$ cat src/rtl/sar_ring_pkg.sv
package sar_ring_pkg;

    typedef enum logic {
        CTL_IDLE    = 1'b0,
        CTL_CONVERT = 1'b1
    } ctl_state_e;

endpackage

$ cat src/rtl/sar_token_ring.sv
module sar_token_ring #(
    parameter int STAGES = 5
) (
    input  logic              clk,
    input  logic              rst,
    input  logic              inject,
    output logic [STAGES-1:0] ring
);

    // Single-token shifter: token enters stage 0 and falls off after the last stage.
    always_ff @(posedge clk) begin
        if (rst) begin
            ring <= '0;
        end else begin
            ring <= {ring[STAGES-2:0], inject};
        end
    end

    p_ring_onehot_r4: assert property (@(posedge clk) disable iff (rst)
        $onehot0(ring));

    p_ring_advance_r4: assert property (@(posedge clk) disable iff (rst)
        (ring[STAGES-2] && !inject) |=> (ring[STAGES-1] && !ring[0]));

endmodule

$ cat src/rtl/sar_result_cell.sv
module sar_result_cell (
    input  logic clk,
    input  logic rst,
    input  logic clr,
    input  logic set_en,
    input  logic drop_en,
    output logic q
);

    // Set/reset flip-flop with clear; the set and drop of one bit never coincide.
    always_ff @(posedge clk) begin
        if (rst) begin
            q <= 1'b0;
        end else if (clr) begin
            q <= 1'b0;
        end else if (drop_en) begin
            q <= 1'b0;
        end else if (set_en) begin
            q <= 1'b1;
        end
    end

    p_drop_clears_r3: assert property (@(posedge clk) disable iff (rst)
        (drop_en && !clr) |=> !q);

    p_set_raises_r2: assert property (@(posedge clk) disable iff (rst)
        (set_en && !drop_en && !clr) |=> q);

    p_no_set_drop_clash_r3: assert property (@(posedge clk) disable iff (rst)
        !(set_en && drop_en));

endmodule

$ cat src/rtl/sar_output_gate.sv
module sar_output_gate #(
    parameter int WIDTH = 3
) (
    input  logic             clk,
    input  logic             rst,
    input  logic             clr,
    input  logic             final_stage,
    input  logic             pre_final,
    input  logic [WIDTH-1:0] trial,
    output logic [WIDTH-1:0] result,
    output logic             done
);

    logic [WIDTH-1:0] hold_q;
    logic [WIDTH-1:0] gated;

    // AND gating of the trial word by the final ring stage.
    always_comb begin
        gated = trial & {WIDTH{final_stage}};
    end

    always_ff @(posedge clk) begin
        if (rst) begin
            hold_q <= '0;
        end else if (clr) begin
            hold_q <= '0;
        end else if (final_stage) begin
            hold_q <= gated;
        end
    end

    always_comb begin
        done   = final_stage;
        result = final_stage ? gated : hold_q;
    end

    p_result_hold_r5: assert property (@(posedge clk) disable iff (rst)
        (!clr && !pre_final) |=> $stable(result));

    p_done_matches_trial_r5: assert property (@(posedge clk) disable iff (rst)
        done |-> (result == trial));

endmodule

$ cat src/rtl/sar_ring_ctrl.sv
module sar_ring_ctrl #(
    parameter int WIDTH = 3
) (
    input  logic             clk,
    input  logic             rst,
    input  logic             start_i,
    input  logic             cmp_above_i,
    output logic [WIDTH-1:0] trial_o,
    output logic [WIDTH-1:0] result_o,
    output logic             done_o
);

    import sar_ring_pkg::*;

    localparam int STAGES = WIDTH + 2;
    localparam int LAST   = STAGES - 1;

    ctl_state_e        state_q;
    ctl_state_e        state_d;
    logic              launch;
    logic [STAGES-1:0] ring;
    logic [WIDTH-1:0]  trial;

    // Next-state and launch decode.
    always_comb begin
        state_d = state_q;
        launch  = 1'b0;
        unique case (state_q)
            CTL_IDLE: begin
                if (start_i) begin
                    state_d = CTL_CONVERT;
                    launch  = 1'b1;
                end
            end
            CTL_CONVERT: begin
                if (ring[LAST]) begin
                    state_d = CTL_IDLE;
                end
            end
            default: state_d = CTL_IDLE;
        endcase
    end

    // State register.
    always_ff @(posedge clk) begin
        if (rst) begin
            state_q <= CTL_IDLE;
        end else begin
            state_q <= state_d;
        end
    end

    sar_token_ring #(
        .STAGES(STAGES)
    ) u_ring (
        .clk   (clk),
        .rst   (rst),
        .inject(launch),
        .ring  (ring)
    );

    // Bit i is set by ring stage WIDTH-1-i and judged by stage WIDTH-i.
    for (genvar i = 0; i < WIDTH; i++) begin : g_bit
        logic set_en;
        logic drop_en;

        always_comb begin
            set_en  = ring[WIDTH-1-i];
            drop_en = ring[WIDTH-i] & cmp_above_i;
        end

        sar_result_cell u_cell (
            .clk    (clk),
            .rst    (rst),
            .clr    (launch),
            .set_en (set_en),
            .drop_en(drop_en),
            .q      (trial[i])
        );
    end

    sar_output_gate #(
        .WIDTH(WIDTH)
    ) u_out (
        .clk        (clk),
        .rst        (rst),
        .clr        (launch),
        .final_stage(ring[LAST]),
        .pre_final  (ring[LAST-1]),
        .trial      (trial),
        .result     (result_o),
        .done       (done_o)
    );

    // Output assignment.
    always_comb begin
        trial_o = trial;
    end

    p_launch_clears_r2: assert property (@(posedge clk) disable iff (rst)
        launch |=> (trial_o == '0 && result_o == '0));

    p_msb_after_launch_r2: assert property (@(posedge clk) disable iff (rst)
        ring[0] |=> (trial_o == {1'b1, {(WIDTH-1){1'b0}}}));

    p_done_single_r4: assert property (@(posedge clk) disable iff (rst)
        done_o |=> !done_o);

    p_busy_start_ignored_r6: assert property (@(posedge clk) disable iff (rst)
        (state_q == CTL_CONVERT && start_i) |=> !ring[0]);

    p_idle_ring_empty_r1: assert property (@(posedge clk) disable iff (rst)
        (state_q == CTL_IDLE) |-> (ring == '0));

    p_trial_kept_r8: assert property (@(posedge clk) disable iff (rst)
        (state_q == CTL_IDLE && !start_i) |=> $stable(trial_o));

endmodule

$ cat config.mk
export PLATFORM = sky130hd
export DESIGN_NAME = sar_ring_ctrl
export DESIGN_NICKNAME = d
export VERILOG_FILES = /design/src/rtl/sar_ring_pkg.sv /design/src/rtl/sar_token_ring.sv /design/src/rtl/sar_result_cell.sv /design/src/rtl/sar_output_gate.sv /design/src/rtl/sar_ring_ctrl.sv
export SDC_FILE = /design/constraint.sdc
export NUM_CORES = 1
export LEC_CHECK = 0
export CORE_AREA = 2 2 39 41
export CTS_CLUSTER_DIAMETER = 60
export DETAILED_ROUTE_END_ITERATION = 6
export DIE_AREA = 0 0 41 43
export SYNTH_ARGS = -nofsm -noshare
export SYNTH_HDL_FRONTEND = slang
export SYNTH_SLANG_ARGS = --single-unit
$ cat constraint.sdc
create_clock -name clk -period 1.1 [get_ports clk]
set_input_delay 0.33 -clock clk [delete_from_list [all_inputs] [get_ports clk]]
set_output_delay 0.33 -clock clk [all_outputs]
set_load 0.005 [all_outputs]
# Word-level counts from Yosys, hierarchy flattened
# Index checks and enable logic that the tools add are counted.
dict set report word_totals {
  ff_bits 12
  input_bits 4
  elab_cells 20
  out_inout_bits 7
}
dict set report op_classes {
  n_mux 5
  reduce_logical 4
  bitwise 5
}
# cell count
set ops {}
lappend ops {{OR reduction 3 bit} 3}
lappend ops {{AND 1 bit} 3}
lappend ops {{AND 3 bit} 1}
lappend ops {{two-way mux 1 bit} 3}
lappend ops {{two-way mux 3 bit} 1}
lappend ops {{case mux 1 bit (2 select lines)} 1}
lappend ops {{OR reduction 2 bit} 1}
lappend ops {{inverter 1 bit} 1}

# Logic depth before layout (Yosys ltp)
dict set report logic_depth {
  word_depth 3
  depth_mapped 2
}

# Hierarchy
# Synthesis repeated with hierarchy kept, for this count alone.
dict set report unflattened {
  hier_cells 36
  area_unflattened_um2 422.9
}
# mod cells_each seq_area_each_um2 area_each_um2 instances
set modules_own_cells {}
lappend modules_own_cells {sar_token_ring 10 100.1 131.4 1}
lappend modules_own_cells {sar_output_gate 10 60.1 123.9 1}
lappend modules_own_cells {sar_result_cell 3 20.0 36.3 3}
lappend modules_own_cells {sar_ring_ctrl 7 20.0 58.8 1}

# Worst setup path before layout
# Ideal clock, no wire load.
dict set report synth_path {
  path_kind {reg-to-output}
  start {register u_ring.ring[4]}
  end {output port result_o[2]}
  path_buffers 0
  path_stages_with_launch 2
  t_required_ns 0.770
  path_slack_ns 0.028
  arrival_time_ns 0.742
  path_cell_list {dfxtp_1 mux2_4}
}
dict set report synth_between {
  elab_chain_len 2
}
# element line
set synth_lines {}
lappend synth_lines {{start, declared} sar_token_ring.sv:7} ;# output logic [STAGES-1:0] ring
lappend synth_lines {{start signal, assigned} sar_token_ring.sv:15} ;# ring <= {ring[STAGES-2:0], inject};
lappend synth_lines {{AND 3 bit} sar_output_gate.sv:19} ;# gated = trial & {WIDTH{final_stage}};
lappend synth_lines {{two-way mux 3 bit *} -}
lappend synth_lines {{end, declared} sar_ring_ctrl.sv:9} ;# output logic [WIDTH-1:0] result_o,
# Every way passes the cells marked *; elsewhere a longest branch is shown, timed or not.

# Worst setup path in the final report
# Ends and elaborated chain as after synthesis.

==> out/qor.tcl <==
set qor(failed_checks) {negative setup slack}
set qor(setup_slack_reg_to_reg_ns) 0.01
set qor(max_slew.worst_pin.slew_ns) 0.351
set qor(yosys.cell_count.top_type) {sky130_fd_sc_hd__dfxtp_1}
set qor(fin_crit_ns) 1.49
set qor(worstSetupPathType) {reg -> out}
set qor(placement.setup.worst_slack_ns) -0.418
set qor(via_count) 362
set qor(n_fill_cell) 117
set qor(fin_ws_ns) -0.387
set qor(htree_num_levels) 1
set qor(crit_start) {u_ring.ring[4]}
set qor(number_of_flip_flops_and_latches_in_the_synthesized_netlist) 12
set qor(first_global_vias) 374
set qor(insertion_delay_ns) 0.27
set qor(timing.final.setup_violations) 7
set qor(drcViolationCount) 0
set qor(gr-total-overflow) 0
set qor(worstPathRequired_ns) 0.77
set qor(largest_net_degree_at_the_start_of_global_routing) 8
set qor(total_power_w) 0.000911
set qor(io_buffers) 10
set qor(worst_setup_path_start_kind) {register}
set qor(n_antenna_cell) 0
set qor(layout_worst_path_cycle_share_pct) 135
set qor(synth-seq-area-share_pct) 50.8
set qor(timing.max_cap.violations) 0
set qor(crit_end) {result_o[2]}
set qor(cts-root-buf) {sky130_fd_sc_hd__clkbuf_4}
set qor(grt_use_total_pct) 13.6
set qor(dr.first_iter.drc_count) 2
set qor(die_width_um) 41
set qor(crit_path_max_incr_delay_ns) 0.36
set qor(timing.critical_path.fanout_max) 3
set qor(multiInputGateArea_um2) 231
set qor(power.share.clock_pct) 38.3
set qor(arrival_ns) 1.16
set qor(slowest_stage) {sky130_fd_sc_hd__dfxtp_4}
set qor(utilization_pct) 58.3
set qor(post_synth_main_area_contributors) {sky130_fd_sc_hd__dfxtp_1 51%, sky130_fd_sc_hd__mux2_4 9.5%, sky130_fd_sc_hd__a2111oi_2 6.3%, sky130_fd_sc_hd__a2111oi_4 5.8%, sky130_fd_sc_hd__nor2b_1 5.3%}
set qor(yosys-top-cells-count) {12 x sky130_fd_sc_hd__dfxtp_1, 4 x sky130_fd_sc_hd__nor2_1, 4 x sky130_fd_sc_hd__nor2b_1}
set qor(p_comb_share_pct) 11.6
set qor(timing.final.hold_violations) 0
set qor(yosys_most_used_dff) {sky130_fd_sc_hd__dfxtp_1}
set qor(tritoncts_clock_tree) {built}
set qor(peak_supply_drop_uv) 725
set qor(coreArea_um2) 1380
set qor(power.density_cell_area_nw_per_um2) 1130
set qor(worst_hold_path_type) {in -> reg}
set qor(design.final.nets) 69
set qor(r2r_worst_path_depth) 6
set qor(finalSetupTns_ns) -1.57
set qor(post_synthesis_average_cell_area_um2) 12.8
set qor(synth_top_area_share_pct) 50.8
set qor(r2r_start) {u_ring.ring[4]}
set qor(synthArstFlopShare_pct) 0
set qor(floorplan.initialDensity_pct) 34.2
set qor(synth_edf_count) 0
set qor(ioPinCount) 11
set qor(maxSlewHeadroom_pct) 76.5
set qor(hold-worst-slack_ns) 0.462
set qor(crit_path_frequent_cell) {sky130_fd_sc_hd__buf_6}
set qor(path_clk_slew_ns) 0.07
set qor(register_area_um2) 248
set qor(routed_wirelength_um) 967
set qor(cell_internal_pwr_w) 0.000705
set qor(cts_buffers) 3
set qor(antenna_left) 0
set qor(finClkSkew_ns) 0.000631
set qor(unrepaired_setup_endpoints_after_global_routing) {yes}
set qor(drive_gt1_share_pct) 67.2
set qor(grt_antenna_before_repair) 0
set qor(num_rows) 14
set qor(layout_stage_area_growth_over_the_synthesis_result_pct) 70.6
set qor(dieArea_um2) 1760
set qor(yosys_warnings) 0
set qor(run_status) {complete, but fails checks}
set qor(switching_part_of_the_total_power_pct) 22.6
set qor(r2r-end) {state_q}
set qor(place_congestion) 0.735
set qor(p_sw_w) 0.000206
set qor(dp_hpwl_um) 597
set qor(netlist_area_um2) 473
set qor(critPathCaptureType) {output port}
set qor(max_freq_mhz) 673
set qor(height_of_the_die_um) 43
set qor(post_synth_inst_count) 37
set qor(relative_contribution_of_sequential_cells_to_total_power_pct) 50.1
set qor(drt_pass1_iterations) 2
set qor(cts_sinks) 12
set qor(path_cells) {buf_6 > mux2_4 > buf_6}
set qor(timing_max_transition_violations_final) 0
set qor(cts_buffer_depth) 2
set qor(synth.largest_area_cell) {sky130_fd_sc_hd__dfxtp_1}
set qor(synth_cell_type_count) 14
set qor(routedWlPerCell_um) 12.1
set qor(vias_per_cell) 4.53
set qor(static-leakage-power_nw) 0.354
set qor(post_synth_net_total) 41
set qor(first_pass_grt_wire_length_um) 1550
-- metal layers --
layer | vias up | track usage (%) | part of all wire [%]
li1 | 180 | - | -
met4 | 0 | 10.0 | 0
met2 | 10 | 19.1 | 52
met3 | 0 | 4.71 | 5.3
met1 | 172 | 16.2 | 43
met5 | - | 0 | 0
-- registers in the layout, summed over array words and instances, names as in the netlist --
register,flops
state_q,1
u_out.hold_q,3
u_ring.ring,5
g_bit.u_cell.q,3
-- worst min-delay path by stage --
stage	start	cells after the start	slack, ns	to
floorplan	rst	1	0.41	g_bit[1].u_cell.q
global placement	u_ring.ring[0]	1	0.45	u_ring.ring[1]
detailed placement	u_ring.ring[0]	1	0.46	u_ring.ring[1]
CTS	u_ring.ring[0]	1	0.47	u_ring.ring[1]
global route	cmp_above_i	2	0.47	g_bit[1].u_cell.q
finish	rst	2	0.46	u_ring.ring[2]
-- what timing repair did --
action,4_1_cts,5_1_grt
hold buffers,0,0
gates resized for setup,51,4
setup endpoints to repair,12,12
buffers inserted,7,3
pin swaps,1,1
-- critical path, delay by kind of cell (launching register included) --
kind / cells / cell delay [ns]
DFF: 1 / 0.36
buffers and inverters: 2 / 0.23
muxes: 1 / 0.30
-- power by group through the flow --
stage               registers, W  clock network [W]  logic (W)
finish                  0.000456           0.000349   0.000105
global placement        0.000465                  0  0.0000797
CTS                     0.000456           0.000359  0.0000979
floorplan               0.000464                  0  0.0000398
global route            0.000458           0.000378   0.000113
detailed placement      0.000465                  0  0.0000814
-- cell families after synthesis --
kind of cell | count (synthesis) | share of synthesized area (%)
DFF | 12 | 50.8
muxes | 3 | 9.52
buffers and inverters | 4 | 5.82
and+or+nand+nor | 14 | 20.6
AOI/OAI and AO/OA | 4 | 13.2
-- placed cells by master (no fill, tap or decap), drive strengths merged --
cell type and count:
buf 24, dfxtp 12, nor2b 5, nor2 4, clkbuf 4, mux2 3, a2111oi 3, nor3b 2
dlymetal6s2s 2, nand2b 2, and3b 1, a21oi 1, clkdlybuf4s50 1
-- layout make-up --
class	count	share of cell area, %
timing repair buffer	27	33.6
sequential	12	30.7
multi-input combinational	21	28.7
clock buffer	4	4.50
tap	16	2.48
-- per-stage QoR --
stage | std cells | area (µm²)
after floorplan | 37 | 473
after detailed placement | 67 | 626
after CTS | 78 | 774
after global placement | 67 | 626
after global routing | 80 | 807
final | 80 | 807
No activity file was read; power rests on OpenSTA's default activity.
